<file path="src/rtl/hbc_pkg.sv">
package hbc_pkg;

  localparam int REG_W    = 16;
  localparam int LEN_W    = 9;
  localparam int LEN_LSB  = 4;
  localparam int REP_BIT  = 3;
  localparam int CRST_BIT = 2;
  localparam int DIR_BIT  = 0;
  localparam int THR_W    = 8;
  localparam int THR_LSB  = 8;
  localparam int PE_BIT   = 7;
  localparam int WF_BIT   = 1;
  localparam int RF_BIT   = 0;
  localparam logic [THR_W-1:0] THR_RST = 8'h20;

  typedef enum logic [1:0] {
    SLOT_CTL  = 2'd0,
    SLOT_IEN  = 2'd1,
    SLOT_NONE = 2'd2
  } slot_e;

  typedef struct packed {
    logic [LEN_W-1:0] len;
    logic             rep;
    logic             crst;
    logic             rd;
  } ctl_t;

  typedef struct packed {
    logic [THR_W-1:0] thr;
    logic             pe_en;
    logic             wf_en;
    logic             rf_en;
  } ien_t;

  function automatic ctl_t ctl_unpack(input logic [REG_W-1:0] w);
    ctl_t c;
    c.len  = w[LEN_LSB +: LEN_W];
    c.rep  = w[REP_BIT];
    c.crst = w[CRST_BIT];
    c.rd   = w[DIR_BIT];
    return c;
  endfunction

  function automatic logic [REG_W-1:0] ctl_pack(input ctl_t c);
    logic [REG_W-1:0] w;
    w = '0;
    w[LEN_LSB +: LEN_W] = c.len;
    w[REP_BIT]          = c.rep;
    w[CRST_BIT]         = c.crst;
    w[DIR_BIT]          = c.rd;
    return w;
  endfunction

  function automatic ien_t ien_unpack(input logic [REG_W-1:0] w);
    ien_t e;
    e.thr   = w[THR_LSB +: THR_W];
    e.pe_en = w[PE_BIT];
    e.wf_en = w[WF_BIT];
    e.rf_en = w[RF_BIT];
    return e;
  endfunction

  function automatic logic [REG_W-1:0] ien_pack(input ien_t e);
    logic [REG_W-1:0] w;
    w = '0;
    w[THR_LSB +: THR_W] = e.thr;
    w[PE_BIT]           = e.pe_en;
    w[WF_BIT]           = e.wf_en;
    w[RF_BIT]           = e.rf_en;
    return w;
  endfunction

  // Partial-empty test: empty count reaches twice the threshold.
  function automatic logic pempty_hit(input logic [REG_W-1:0] cnt,
                                      input logic [THR_W-1:0] thr);
    logic [REG_W-1:0] twice;
    twice = {{(REG_W-THR_W-1){1'b0}}, thr, 1'b0};
    return cnt >= twice;
  endfunction

  function automatic ien_t ien_reset();
    ien_t e;
    e       = '0;
    e.thr   = THR_RST;
    return e;
  endfunction

endpackage

</file>
<file path="src/rtl/hbc_decode.sv">
module hbc_decode
  import hbc_pkg::*;
#(
  parameter int BANK_W  = 4,
  parameter int ADDR_W  = 2,
  parameter int BANK_ID = 0
) (
  input  logic              bus_cs,
  input  logic              bus_wr,
  input  logic [BANK_W-1:0] bus_sel,
  input  logic [ADDR_W-1:0] bus_addr,
  output slot_e             slot,
  output logic              ctl_wr_hit,
  output logic              ien_wr_hit
);
  localparam logic [BANK_W-1:0] BANK_V = BANK_W'(BANK_ID);
  localparam logic [ADDR_W-1:0] CTL_A  = ADDR_W'(0);
  localparam logic [ADDR_W-1:0] IEN_A  = ADDR_W'(1);

  logic bank_hit;
  logic wr_acc;

  assign bank_hit = (bus_sel == BANK_V);
  assign wr_acc   = bus_cs && bus_wr;

  always_comb begin
    slot = SLOT_NONE;
    if (bank_hit) begin
      if (bus_addr == CTL_A)      slot = SLOT_CTL;
      else if (bus_addr == IEN_A) slot = SLOT_IEN;
    end
  end

  assign ctl_wr_hit = wr_acc && (slot == SLOT_CTL);
  assign ien_wr_hit = wr_acc && (slot == SLOT_IEN);

endmodule

</file>
<file path="src/rtl/hbc_ctrl_reg.sv">
module hbc_ctrl_reg
  import hbc_pkg::*;
(
  input  logic             clk,
  input  logic             rst_n,
  input  logic             ctl_wr,
  input  logic [REG_W-1:0] wdata,
  output ctl_t             ctl_q,
  output logic             cmd_valid,
  output logic [LEN_W-1:0] cmd_len,
  output logic             cmd_read,
  output logic             cmd_repeat,
  output logic             client_rst
);
  ctl_t ctl_new;
  logic cmd_fire;

  assign ctl_new  = ctl_unpack(wdata);
  assign cmd_fire = ctl_wr && (ctl_new.len != '0);

  always_ff @(posedge clk or negedge rst_n) begin
    if (!rst_n) begin
      ctl_q      <= '0;
      cmd_valid  <= 1'b0;
      cmd_len    <= '0;
      cmd_read   <= 1'b0;
      cmd_repeat <= 1'b0;
    end else begin
      if (ctl_wr) ctl_q <= ctl_new;
      cmd_valid <= cmd_fire;
      if (cmd_fire) begin
        cmd_len    <= ctl_new.len;
        cmd_read   <= ctl_new.rd;
        cmd_repeat <= ctl_new.rep && !ctl_new.rd;
      end
    end
  end

  assign client_rst = ctl_q.crst;

  a_r4_cmd_from_write: assert property (@(posedge clk) disable iff (!rst_n)
    cmd_valid |-> $past(ctl_wr));
  a_r5_no_zero_cmd: assert property (@(posedge clk) disable iff (!rst_n)
    cmd_valid |-> (cmd_len != '0));
  a_r6_no_repeat_read: assert property (@(posedge clk) disable iff (!rst_n)
    (cmd_valid && cmd_read) |-> !cmd_repeat);
  a_r7_rst_held: assert property (@(posedge clk) disable iff (!rst_n)
    !ctl_wr |=> $stable(client_rst));

endmodule

</file>
<file path="src/rtl/hbc_irq.sv">
module hbc_irq
  import hbc_pkg::*;
#(
  parameter int CNT_W = 10
) (
  input  logic             clk,
  input  logic             rst_n,
  input  logic             ien_wr,
  input  logic [REG_W-1:0] wdata,
  input  logic [CNT_W-1:0] empty_cnt,
  input  logic             wf_flag,
  input  logic             rf_flag,
  output ien_t             ien_q,
  output logic             pempty,
  output logic             irq
);
  logic [REG_W-1:0] cnt_ext;
  logic pe_term, wf_term, rf_term, irq_next;

  assign cnt_ext  = REG_W'(empty_cnt);
  assign pempty   = pempty_hit(cnt_ext, ien_q.thr);
  assign pe_term  = ien_q.pe_en && pempty;
  assign wf_term  = ien_q.wf_en && wf_flag;
  assign rf_term  = ien_q.rf_en && rf_flag;
  assign irq_next = pe_term || wf_term || rf_term;

  always_ff @(posedge clk or negedge rst_n) begin
    if (!rst_n) begin
      ien_q <= ien_reset();
      irq   <= 1'b0;
    end else begin
      if (ien_wr) ien_q <= ien_unpack(wdata);
      irq <= irq_next;
    end
  end

  a_r9_zero_thr: assert property (@(posedge clk) disable iff (!rst_n)
    (ien_q.thr == '0) |-> pempty);
  a_r10_quiet: assert property (@(posedge clk) disable iff (!rst_n)
    (!$past(pempty) && !$past(wf_flag) && !$past(rf_flag)) |-> !irq);
  a_r10_rf_path: assert property (@(posedge clk) disable iff (!rst_n)
    $past(ien_q.rf_en && rf_flag) |-> irq);

endmodule

</file>
<file path="src/rtl/hbc_regbank.sv">
module hbc_regbank
  import hbc_pkg::*;
#(
  parameter int BANK_W  = 4,
  parameter int ADDR_W  = 2,
  parameter int BANK_ID = 0,
  parameter int CNT_W   = 10
) (
  input  logic              clk,
  input  logic              rst_n,
  input  logic              bus_cs,
  input  logic              bus_wr,
  input  logic [BANK_W-1:0] bus_sel,
  input  logic [ADDR_W-1:0] bus_addr,
  input  logic [15:0]       bus_wdata,
  output logic [15:0]       bus_rdata,
  input  logic [CNT_W-1:0]  wf_empty_cnt,
  input  logic              wf_flag,
  input  logic              rf_flag,
  output logic              cmd_valid,
  output logic [8:0]        cmd_len,
  output logic              cmd_read,
  output logic              cmd_repeat,
  output logic              client_rst,
  output logic              wf_pempty,
  output logic              irq
);
  slot_e slot;
  logic  ctl_wr_hit, ien_wr_hit;
  ctl_t  ctl_q;
  ien_t  ien_q;

  hbc_decode #(.BANK_W(BANK_W), .ADDR_W(ADDR_W), .BANK_ID(BANK_ID)) u_decode (
    .bus_cs     (bus_cs),
    .bus_wr     (bus_wr),
    .bus_sel    (bus_sel),
    .bus_addr   (bus_addr),
    .slot       (slot),
    .ctl_wr_hit (ctl_wr_hit),
    .ien_wr_hit (ien_wr_hit)
  );

  hbc_ctrl_reg u_ctrl (
    .clk        (clk),
    .rst_n      (rst_n),
    .ctl_wr     (ctl_wr_hit),
    .wdata      (bus_wdata),
    .ctl_q      (ctl_q),
    .cmd_valid  (cmd_valid),
    .cmd_len    (cmd_len),
    .cmd_read   (cmd_read),
    .cmd_repeat (cmd_repeat),
    .client_rst (client_rst)
  );

  hbc_irq #(.CNT_W(CNT_W)) u_irq (
    .clk       (clk),
    .rst_n     (rst_n),
    .ien_wr    (ien_wr_hit),
    .wdata     (bus_wdata),
    .empty_cnt (wf_empty_cnt),
    .wf_flag   (wf_flag),
    .rf_flag   (rf_flag),
    .ien_q     (ien_q),
    .pempty    (wf_pempty),
    .irq       (irq)
  );

  always_comb begin
    unique case (slot)
      SLOT_CTL: bus_rdata = ctl_pack(ctl_q);
      SLOT_IEN: bus_rdata = ien_pack(ien_q);
      default:  bus_rdata = '0;
    endcase
  end

  a_r3_ctl_reserved: assert property (@(posedge clk) disable iff (!rst_n)
    (slot == SLOT_CTL) |-> (bus_rdata[15:13] == 3'b000 && !bus_rdata[1]));
  a_r8_ien_reserved: assert property (@(posedge clk) disable iff (!rst_n)
    (slot == SLOT_IEN) |-> (bus_rdata[6:2] == 5'b00000));
  a_r2_unmapped_zero: assert property (@(posedge clk) disable iff (!rst_n)
    (bus_sel != BANK_W'(BANK_ID)) |-> (bus_rdata == 16'h0000));

endmodule

</file>
<file path="config.mk">
export PLATFORM = sky130hd
export DESIGN_NAME = hbc_regbank
export DESIGN_NICKNAME = d
export VERILOG_FILES = /design/src/rtl/hbc_pkg.sv /design/src/rtl/hbc_decode.sv /design/src/rtl/hbc_ctrl_reg.sv /design/src/rtl/hbc_irq.sv /design/src/rtl/hbc_regbank.sv
export SDC_FILE = /design/constraint.sdc
export NUM_CORES = 1
export LEC_CHECK = 0
export BUFFER_PORTS_ARGS = -buffer_cell sky130_fd_sc_hd__buf_2
export CORE_ASPECT_RATIO = 1.75
export CORE_MARGIN = 3
export CORE_UTILIZATION = 40
export DETAILED_ROUTE_END_ITERATION = 12
export PLACE_DENSITY = 0.76
export SLEW_MARGIN = 30
export SYNTH_ARGS = -nofsm -noshare
export SYNTH_HDL_FRONTEND = slang
export SYNTH_SLANG_ARGS = --single-unit
</file>
<file path="constraint.sdc">
create_clock -name clk -period 5 [get_ports clk]
set_clock_uncertainty 0.2 [all_clocks]
set_input_delay 1 -clock clk [delete_from_list [all_inputs] [get_ports clk]]
set_output_delay 1 -clock clk [all_outputs]
set_load 0.05 [all_outputs]
</file>
==> flow_metrics.env, run 1 <==
export IMPL_end_kind="output pin"
export IMPL_ys_seq_area_share_pct=50.7
export IMPL_outcome="finished, final reports clean"
export IMPL_place_gp_congestion=0.724
export IMPL_dpl_instance_area_um2=2160
export IMPL_cellPowerDensity_nw_per_um2=286
export IMPL_critical_path_arrival_ns=2.80
export IMPL_hold_violations=0
export IMPL_post_cts_setup_buffer_count=0
export IMPL_rows=31
export IMPL_critPathBufInv=2
export IMPL_vias=1349
export IMPL_syn_num_nets=183
export IMPL_finalSetupTns_ns=0
export IMPL_drt_iter0_markers=17
export IMPL_syn_area_um2=1780
export IMPL_clock_path_buffers=2
export IMPL_postSynth_asyncResetShare_pct=100
export IMPL_synthDistinctLibCells=33
export IMPL_critPathMostFrequentCell="buf_2"
export IMPL_cp_depth=5
export IMPL_ys_ff_latch=36
export IMPL_cts_buffers=5
export IMPL_synthTopCellsByArea="dfrtp_1 49%, mux2_2 12%, mux2_4 5.9%"
export IMPL_ys_warn_count=0
export IMPL_synthCells=137
export IMPL_critical_path_slowest_cell="nor3b_2"
export IMPL_ctsResizeCount=0
export IMPL_die_w_um=56.4
export IMPL_dr_pass1_iters=4
export IMPL_clkTransAtPathRegs_ns=0.07
export IMPL_layout_drive_gt1_share_pct=51.0
export IMPL_seqCellArea_um2=902
export IMPL_critical_path_top_delay_family="simple AND/OR/NAND/NOR gates"
export IMPL_grt_ovfl_total=0
export IMPL_setup_viol=0
export IMPL_antennaDiodeCount=0
export IMPL_track_usage_pct=15.6
export IMPL_initial_core_util_pct=42.1
export IMPL_syn_avg_cell_area_um2=13.0
export IMPL_rsz0062_at_grt="no"
export IMPL_fin_nets=255
export IMPL_cts_root_buffer="clkbuf_8"
export IMPL_slew_headroom_pct=48.8
export IMPL_drv_slew=0
export IMPL_htree_num_levels=2
export IMPL_die_y_um=94.2
export IMPL_final_area_um2=2250
export IMPL_crit_required_ns=3.80
export IMPL_multiInputGateArea_um2=816
export IMPL_drc=0
export IMPL_drv_cap=0
export IMPL_clk_latency_ns=0.28
export IMPL_grt_pass1_vias=1372
export IMPL_synth_top_area_share_pct=49.2
export IMPL_clock_sinks=36
export IMPL_grt_antenna_before_repair=0
export IMPL_die_area_um2=5320
export IMPL_hold_path_class="reg -> reg"
export IMPL_yosys_most_used_dff="dfrtp_1"
export IMPL_cp_max_fo=12
export IMPL_viasPerCell=5.21
export IMPL_ctsHoldBuffers=0
export IMPL_leakage_uw=0.00124
export IMPL_maxClockFrequency_mhz=250
export IMPL_hpwl_mm=2.99
export IMPL_ios=69
export IMPL_slowest_delay_ns=0.64
export IMPL_path_cells="buf_2 -> or4_4 -> nor3b_2 -> a22o_1 -> buf_2"
export IMPL_routedWlPerCell_um=14.9
export IMPL_core_um2=4230
export IMPL_timing_final_crit_share_pct=80.0
export IMPL_grt_first_pass_wirelength_mm=6.33
export IMPL_reg2reg_slack_ns=3.19
export IMPL_port_buffers=68
export IMPL_cts_tree="built"
export IMPL_worst_pin_slew_ns=0.767
export IMPL_min_delay_path_depth=1
export IMPL_ant_nets=0
export IMPL_synth_largest_area_cell="dfrtp_1"
export IMPL_grt_start_max_net_pins=37
export IMPL_fill_cells=398
export IMPL_synth_edf_count=0
export IMPL_cp_start_kind="primary input"
export IMPL_path_class="in -> out"
export IMPL_area_growth_syn_to_layout_pct=26.2
export IMPL_vdd_drop_max_mv=0.247
export IMPL_fin_crit_ns=4.00
export IMPL_rr_worst_depth=6
export IMPL_routed_wl_mm=3.85
[worst reg2reg max path, delay by kind of cell (launching register included)]
family          cells  cell delay [ns]
simple gates        2             0.38
buf+inv             1             0.05
compound gates      2             0.39
fa+ha+maj           1             0.30
flops               1             0.37
[report_power, final]
part           total [uW]  internal [uW]  switching, uW  leakage [uW]
registers             329            315           14.0      0.000487
logic                 117           45.9           70.8      0.000707
clock network         196           97.7           98.7     0.0000422
[cell usage in the layout, fill, tap and decap left out, drive strengths merged, types with 3 or more instances in the layout]
cell / count
a22o: 10
and2: 9
buf: 70
clkbuf: 7
dfrtp: 35
ha: 8
inv: 8
mux2: 31
nand2: 4
nand3: 4
nor4: 3
[layout make-up]
cell class / count / share of cell area, %
multi-input combinational: 88 / 36.3
timing repair buffer: 70 / 15.8
inverter: 8 / 1.34
tap: 49 / 2.73
clock inverter: 1 / 0.223
sequential: 36 / 40.2
clock buffer: 7 / 3.40
[worst paths after layout]
check,end,from
min,u_ctrl.ctl_q[5],u_ctrl.ctl_q[5]
min reg2reg,u_ctrl.ctl_q[5],u_ctrl.ctl_q[5]
max in group asynchronous,u_ctrl.ctl_q[2],rst_n
min in group asynchronous,u_ctrl.cmd_len[3],rst_n
max reg2reg,u_irq.irq,u_irq.ien_q[10]
max,bus_rdata[9],bus_addr[1]
[metrics by stage]
step	setup slack [ns]	std cells	hold slack [ns]	util (%)	total power, uW
6_report	0.999	259	0.303	53.1	642
2_1_floorplan	1.23	137	0.272	-	408
4_1_cts	0.933	259	0.305	53.1	651
3_3_place_gp	0.979	251	0.281	51.2	451
3_5_place_dp	0.935	251	0.279	51.2	454
5_1_grt	0.851	259	0.321	53.1	677
[cells in the mapped netlist, types with 2 or more instances]
library cell  instances
a21oi_1               2
o21ai_0               2
a22o_1               10
mux2_1                5
clkbuf_1              2
mux2_2               19
and2_1                9
mux2_4                7
nor3_1                2
nand3_1               4
ha_1                  8
inv_1                 8
nor4_1                2
nor2_1                2
nand2_1               3
dfrtp_1              35
[routing by layer]
metal	wire, um	vias to the layer above	part of all wire (%)	track usage [%]
met3	226	5	5.9	3.71
met2	2100	44	54	28.5
met1	1470	665	38	16.7
li1	-	635	-	-
met5	0	-	0	0
met4	62	0	1.6	6.53
[state kept, by name, indices dropped and copies added (netlist names)]
signal             count
u_irq.irq              1
u_ctrl.cmd_valid       1
u_ctrl.cmd_read        1
u_ctrl.ctl_q          11
u_ctrl.cmd_len         9
u_ctrl.cmd_repeat      1
u_ctrl.client_rst      1
u_irq.ien_q           11
[logic make-up after synthesis]
logic type               count (synthesis)  synth area share, %
adder cells (fa/ha/maj)                  8                 5.63
buffers and inverters                   13                 3.45
flip-flops                              36                 50.7
multiplexers                            31                 21.1
AO/OA/AOI/OAI                           18                 7.74
AND/OR/NAND/NOR                         31                 11.4
No activity file was read; power rests on OpenSTA's default activity.
==> inputs of run 2 (changes only) <==
==> constraint.sdc (replaced) <==
create_clock -name clk -period 3.9 [get_ports clk]
set_clock_uncertainty 0.2 [all_clocks]
set_input_delay 0.78 -clock clk [delete_from_list [all_inputs] [get_ports clk]]
set_output_delay 0.78 -clock clk [all_outputs]
set_load 0.05 [all_outputs]
==> run 2 against run 1 <==
  * Final cell count stayed put
  * Critical path depth increased by 1
  * Via count up 0.82%
  * Largest cell class unchanged
  * Clock-buffer cell count is 1 lower
==> flow_metrics.env, run 2 (synthesis gave the netlist of run 1 again) <==
export IMPL_clk_latency_ns=0.28
export IMPL_cellPowerDensity_nw_per_um2=363
export IMPL_setup_viol=0
export IMPL_dpl_instance_area_um2=2170
export IMPL_hold_path_class="reg -> reg"
export IMPL_fin_ws_ns=0.658
export IMPL_grt_start_max_net_pins=37
export IMPL_fin_crit_ns=3.24
export IMPL_timing_final_crit_share_pct=83.1
export IMPL_worst_pin_slew_ns=0.783
export IMPL_p_int_uw=584
export IMPL_vias=1360
export IMPL_crit_start="bus_addr[1]"
export IMPL_core_um2=4230
export IMPL_port_buffers=68
export IMPL_cp_start_kind="primary input"
export IMPL_layout_drive_gt1_share_pct=51.4
export IMPL_routedWlPerCell_um=15.1
export IMPL_rsz0062_at_grt="no"
export IMPL_pre_cts_ws_ns=0.649
export IMPL_clock_path_buffers=2
export IMPL_layout_commonest_cell="buf_2"
export IMPL_track_usage_pct=16.2
export IMPL_post_cts_setup_buffer_count=0
export IMPL_finalSetupTns_ns=0
export IMPL_rows=31
export IMPL_initial_core_util_pct=42.1
export IMPL_drv_cap=0
export IMPL_hold_violations=0
export IMPL_grt_antenna_before_repair=0
export IMPL_crit_required_ns=2.92
export IMPL_drv_slew=0
export IMPL_cp_max_fo=13
export IMPL_antennaDiodeCount=0
export IMPL_mostFrequentLayoutCells="68 x buf_2, 35 x dfrtp_1, 19 x mux2_2, 10 x a22o_1, 9 x and2_1"
export IMPL_routed_wl_mm=3.91
export IMPL_grt_first_pass_wirelength_mm=6.72
export IMPL_outcome="finished, final reports clean"
export IMPL_cts_buffers=5
export IMPL_p_clk_share_pct=29.9
export IMPL_fin_nets=256
export IMPL_p_total_uw=816
export IMPL_min_from="u_ctrl.ctl_q[2]"
export IMPL_htree_num_levels=2
export IMPL_p_seq_share_pct=51.6
export IMPL_switching_power_uw=232
export IMPL_end_kind="output pin"
export IMPL_vdd_drop_max_mv=0.288
export IMPL_die_area_um2=5320
export IMPL_die_y_um=94.2
export IMPL_ctsHoldBuffers=0
export IMPL_grt_ovfl_total=0
export IMPL_place_gp_congestion=0.706
export IMPL_p_comb_share_pct=18.6
export IMPL_cts_root_buffer="clkbuf_8"
export IMPL_final_area_um2=2250
export IMPL_hpwl_mm=3.04
export IMPL_dr_pass1_iters=4
export IMPL_clkTransAtPathRegs_ns=0.06
export IMPL_clock_sinks=36
export IMPL_drc=0
export IMPL_maxClockFrequency_mhz=308
export IMPL_top_regs="u_ctrl.ctl_q x11, u_irq.ien_q x11, u_ctrl.cmd_len x9"
export IMPL_ant_nets=0
export IMPL_cts_tree="built"
export IMPL_viasPerCell=5.25
export IMPL_ctsResizeCount=0
export IMPL_ios=69
export IMPL_r2r_start="u_irq.ien_q[10]"
export IMPL_path_class="in -> out"
export IMPL_slew_headroom_pct=47.8
export IMPL_critical_path_arrival_ns=2.26
export IMPL_area_growth_syn_to_layout_pct=26.4
export IMPL_leakage_uw=0.00124
export IMPL_die_w_um=56.4
export IMPL_swShare_pct=28.4
export IMPL_drt_iter0_markers=24
export IMPL_grt_pass1_vias=1473
-- run 2: cell count changes in the layout (fill, tap and decap cells not counted), sizes merged --
cell / change
buf: +1
clkbuf: -1
-- run 2: final timing paths --
| path | end | slack (ns) | depth (start not counted) |
|---|---|---|---|
| setup / recovery | bus_rdata[12] | 0.66 | 6 |
| setup reg to reg | u_irq.irq | 2.08 | 6 |
| hold reg to reg | u_ctrl.ctl_q[2] | 0.30 | 1 |
| max in group asynchronous | u_ctrl.cmd_repeat | 2.63 | 1 |
| min in group asynchronous | u_ctrl.cmd_len[3] | 0.37 | 1 |
| hold / removal | u_ctrl.ctl_q[2] | 0.30 | 1 |
-- run 2: area by class of cell --
type	count	area [um2]
inverter	8	30.0
clock buffer	6	72.6
sequential	36	902
multi-input combinational	88	816
clock inverter	1	5.00
timing repair buffer	71	363
tap	49	61.3
fill	403	1980
-- run 2: routing by layer --
metal | wire [um] | global-route usage [%]
met5 | 0 | 0
met4 | 65 | 7.72
met3 | 230 | 3.44
met2 | 2130 | 28.2
met1 | 1490 | 18.7
-- run 2: metrics by stage --
step	std cells	hold WS, ns	util [%]
CTS	259	0.302	53.2
finish	259	0.297	53.2
floorplan	137	0.272	-
detailed placement	252	0.279	51.4
global route	259	0.320	53.2
global placement	252	0.279	51.4
-- run 2: critical path, stage by stage --
cell    delay [ns]
buf_2         0.09
or4_4         0.56
nor3_1        0.17
buf_4         0.22
a22o_1        0.17
buf_2         0.26
-- run 2: power by group through the flow --
stage	logic [uW]	clock network, uW	registers (uW)
floorplan	58.3	0	465
detailed placement	153	0	428
CTS	154	253	422
global placement	150	0	428
global route	166	271	426
finish	151	244	421
==> inputs of run 3 (changes only) <==
--- a/config.mk
+++ b/config.mk
@@ -10,7 +10,7 @@
 export CORE_MARGIN = 3
 export CORE_UTILIZATION = 40
 export DETAILED_ROUTE_END_ITERATION = 12
-export PLACE_DENSITY = 0.76
+export PLACE_DENSITY = 0.78
 export SLEW_MARGIN = 30
 export SYNTH_ARGS = -nofsm -noshare
 export SYNTH_HDL_FRONTEND = slang
==> constraint.sdc (replaced) <==
create_clock -name clk -period 2.8 [get_ports clk]
set_clock_uncertainty 0.2 [all_clocks]
set_input_delay 0.56 -clock clk [delete_from_list [all_inputs] [get_ports clk]]
set_output_delay 0.56 -clock clk [all_outputs]
set_load 0.05 [all_outputs]
==> run 3 against run 2 <==
  * Die area did not move
  * Final cell count is 1.9% higher
  * Non-clock buffer count is 4 higher
  * Critical path depth unchanged
  * Via count is 0.66% lower
  * Clock-buffer cell count up 1
  * Setup slack worse by 0.61 ns
  * Power is 42% higher
  * Wire length grew 5.5%
  * Clock power up 45%
  * Final area is 4.9% higher
  * Core utilization up 2.6 points
  * Largest cell class unchanged
  * Highest routed layer unchanged
==> flow_metrics.env, run 3 (synthesis gave the netlist of run 1 again) <==
export IMPL_cp_max_fo=6
export IMPL_p_clk_share_pct=30.6
export IMPL_cp_depth=6
export IMPL_mostFrequentLayoutCells="52 x buf_2, 35 x dfrtp_1, 19 x mux2_2, 12 x buf_4, 11 x clkbuf_4"
export IMPL_hpwl_mm=3.12
export IMPL_hold_violations=0
export IMPL_dp_cells=255
export IMPL_routedWlPerCell_um=15.6
export IMPL_outcome="finished, final reports clean"
export IMPL_swShare_pct=28.9
export IMPL_cp_start_kind="primary input"
export IMPL_path_cells="buf_2 -> or4_4 -> nor3b_4 -> buf_4 -> a22o_2 -> clkbuf_4"
export IMPL_port_buffers=68
export IMPL_clkTransAtPathRegs_ns=0.07
export IMPL_track_usage_pct=16.5
export IMPL_drv_slew=0
export IMPL_leakage_uw=0.00127
export IMPL_vias=1351
export IMPL_grt_antenna_before_repair=0
export IMPL_rr_worst_depth=6
export IMPL_post_cts_setup_buffer_count=0
export IMPL_setup_viol=0
export IMPL_switching_power_uw=334
export IMPL_p_total_uw=1160
export IMPL_cts_root_buffer="clkbuf_8"
export IMPL_p_int_uw=821
export IMPL_p_comb_share_pct=18.5
export IMPL_initial_core_util_pct=42.1
export IMPL_layout_commonest_cell="buf_2"
export IMPL_routed_wl_mm=4.12
export IMPL_place_gp_congestion=0.719
export IMPL_grt_pass1_vias=1435
export IMPL_critical_path_arrival_ns=1.99
export IMPL_layout_drive_gt1_share_pct=59.5
export IMPL_die_area_um2=5320
export IMPL_top_usage_layer="met2"
export IMPL_drt_iter0_markers=18
export IMPL_antennaDiodeCount=0
export IMPL_slew_headroom_pct=47.8
export IMPL_vdd_drop_max_mv=0.307
export IMPL_end_kind="output pin"
export IMPL_drv_cap=0
export IMPL_die_w_um=56.4
export IMPL_fin_crit_ns=2.75
export IMPL_clock_sinks=36
export IMPL_timing_final_crit_share_pct=98.2
export IMPL_critical_path_top_delay_family="simple AND/OR/NAND/NOR gates"
export IMPL_die_y_um=94.2
export IMPL_met3_usage_pct=3.71
export IMPL_rsz0062_at_grt="no"
export IMPL_drc=0
export IMPL_grt_first_pass_wirelength_mm=6.67
export IMPL_ios=69
export IMPL_critPathBufInv=3
export IMPL_p_seq_share_pct=50.9
export IMPL_critical_path_slowest_cell="or4_4"
export IMPL_fin_nets=260
export IMPL_path_class="in -> out"
export IMPL_maxClockFrequency_mhz=364
export IMPL_core_um2=4230
export IMPL_ant_nets=0
export IMPL_htree_num_levels=2
export IMPL_grt_start_max_net_pins=37
export IMPL_dr_pass1_iters=4
export IMPL_rows=31
export IMPL_grtUsageMet1_pct=17.6
export IMPL_viasPerCell=5.12
export IMPL_cts_buffers=5
export IMPL_clk_latency_ns=0.29
export IMPL_area_growth_syn_to_layout_pct=32.6
export IMPL_fin_cells=264
export IMPL_top_regs="u_ctrl.ctl_q x11, u_irq.ien_q x11, u_ctrl.cmd_len x9"
export IMPL_cellPowerDensity_nw_per_um2=490
export IMPL_use_met2_pct=29.8
export IMPL_clock_path_buffers=2
export IMPL_worst_pin_slew_ns=0.782
export IMPL_grt_ovfl_total=0
export IMPL_crit_required_ns=2.04
export IMPL_cts_tree="built"
export IMPL_slowest_delay_ns=0.58
export IMPL_hold_path_class="in -> async"
-- run 3: final cells by class --
cell class	instances	area, um2
inverters	8	30.0
repair buffers	75	433
fillers	386	1870
well taps	49	61.3
clock buffers	7	76.3
multi-input cells	88	852
clock inverters	1	5.00
flip-flops and latches	36	902
-- run 3: per-layer routing --
layer / share of wire, % / vias up
met3: 6.1 / 7
li1: - / 649
met5: 0 / -
met4: 2.1 / 0
met1: 37 / 651
met2: 55 / 44
-- run 3: stage by stage --
| stage | utilization (%) | TNS (ns) | worst slack (ns) | cell area, um2 | hold slack, ns |
|---|---|---|---|---|---|
| 2_1_floorplan | - | 0 | 0.0465 | 1800 | 0.0644 |
| 3_3_place_gp | 52.4 | -0.0303 | -0.0132 | 2210 | 0.282 |
| 3_5_place_dp | 52.4 | -0.0216 | -0.00897 | 2210 | 0.281 |
| 4_1_cts | 54.6 | 0 | 0.00256 | 2310 | 0.174 |
| 5_1_grt | 55.8 | 0 | 0.0114 | 2360 | 0.197 |
| 6_report | 55.8 | 0 | 0.0493 | 2360 | 0.151 |
-- run 3: worst paths after layout --
| kind | start | endpoint | slack, ns |
|---|---|---|---|
| hold reg to reg | u_ctrl.ctl_q[2] | u_ctrl.ctl_q[2] | 0.30 |
| setup / recovery | bus_addr[1] | bus_rdata[0] | 0.05 |
| min in group clk | bus_wdata[15] | u_irq.ien_q[10] | 0.28 |
| max in group asynchronous | rst_n | u_ctrl.ctl_q[2] | 1.76 |
| setup reg to reg | u_irq.ien_q[10] | u_irq.irq | 0.98 |
| hold / removal | rst_n | u_ctrl.cmd_len[2] | 0.15 |
-- run 3: what timing repair did --
| item | CTS | global route |
|---|---|---|
| resized for setup | 5 | 18 |
| setup endpoints to repair | 5 | 14 |
| pin swaps | 0 | 0 |
| gates cloned | 0 | 1 |
| endpoints found under the hold margin | 0 | 0 |
| hold buffers | 0 | 0 |
-- run 3: power by group through the flow --
stage / Sequential (uW) / Clock [uW] / Combinational [uW]
final: 588 / 353 / 214
after floorplan: 647 / 0 / 81.4
after CTS: 588 / 368 / 216
after detailed placement: 597 / 0 / 215
after global placement: 597 / 0 / 210
after global routing: 594 / 386 / 236
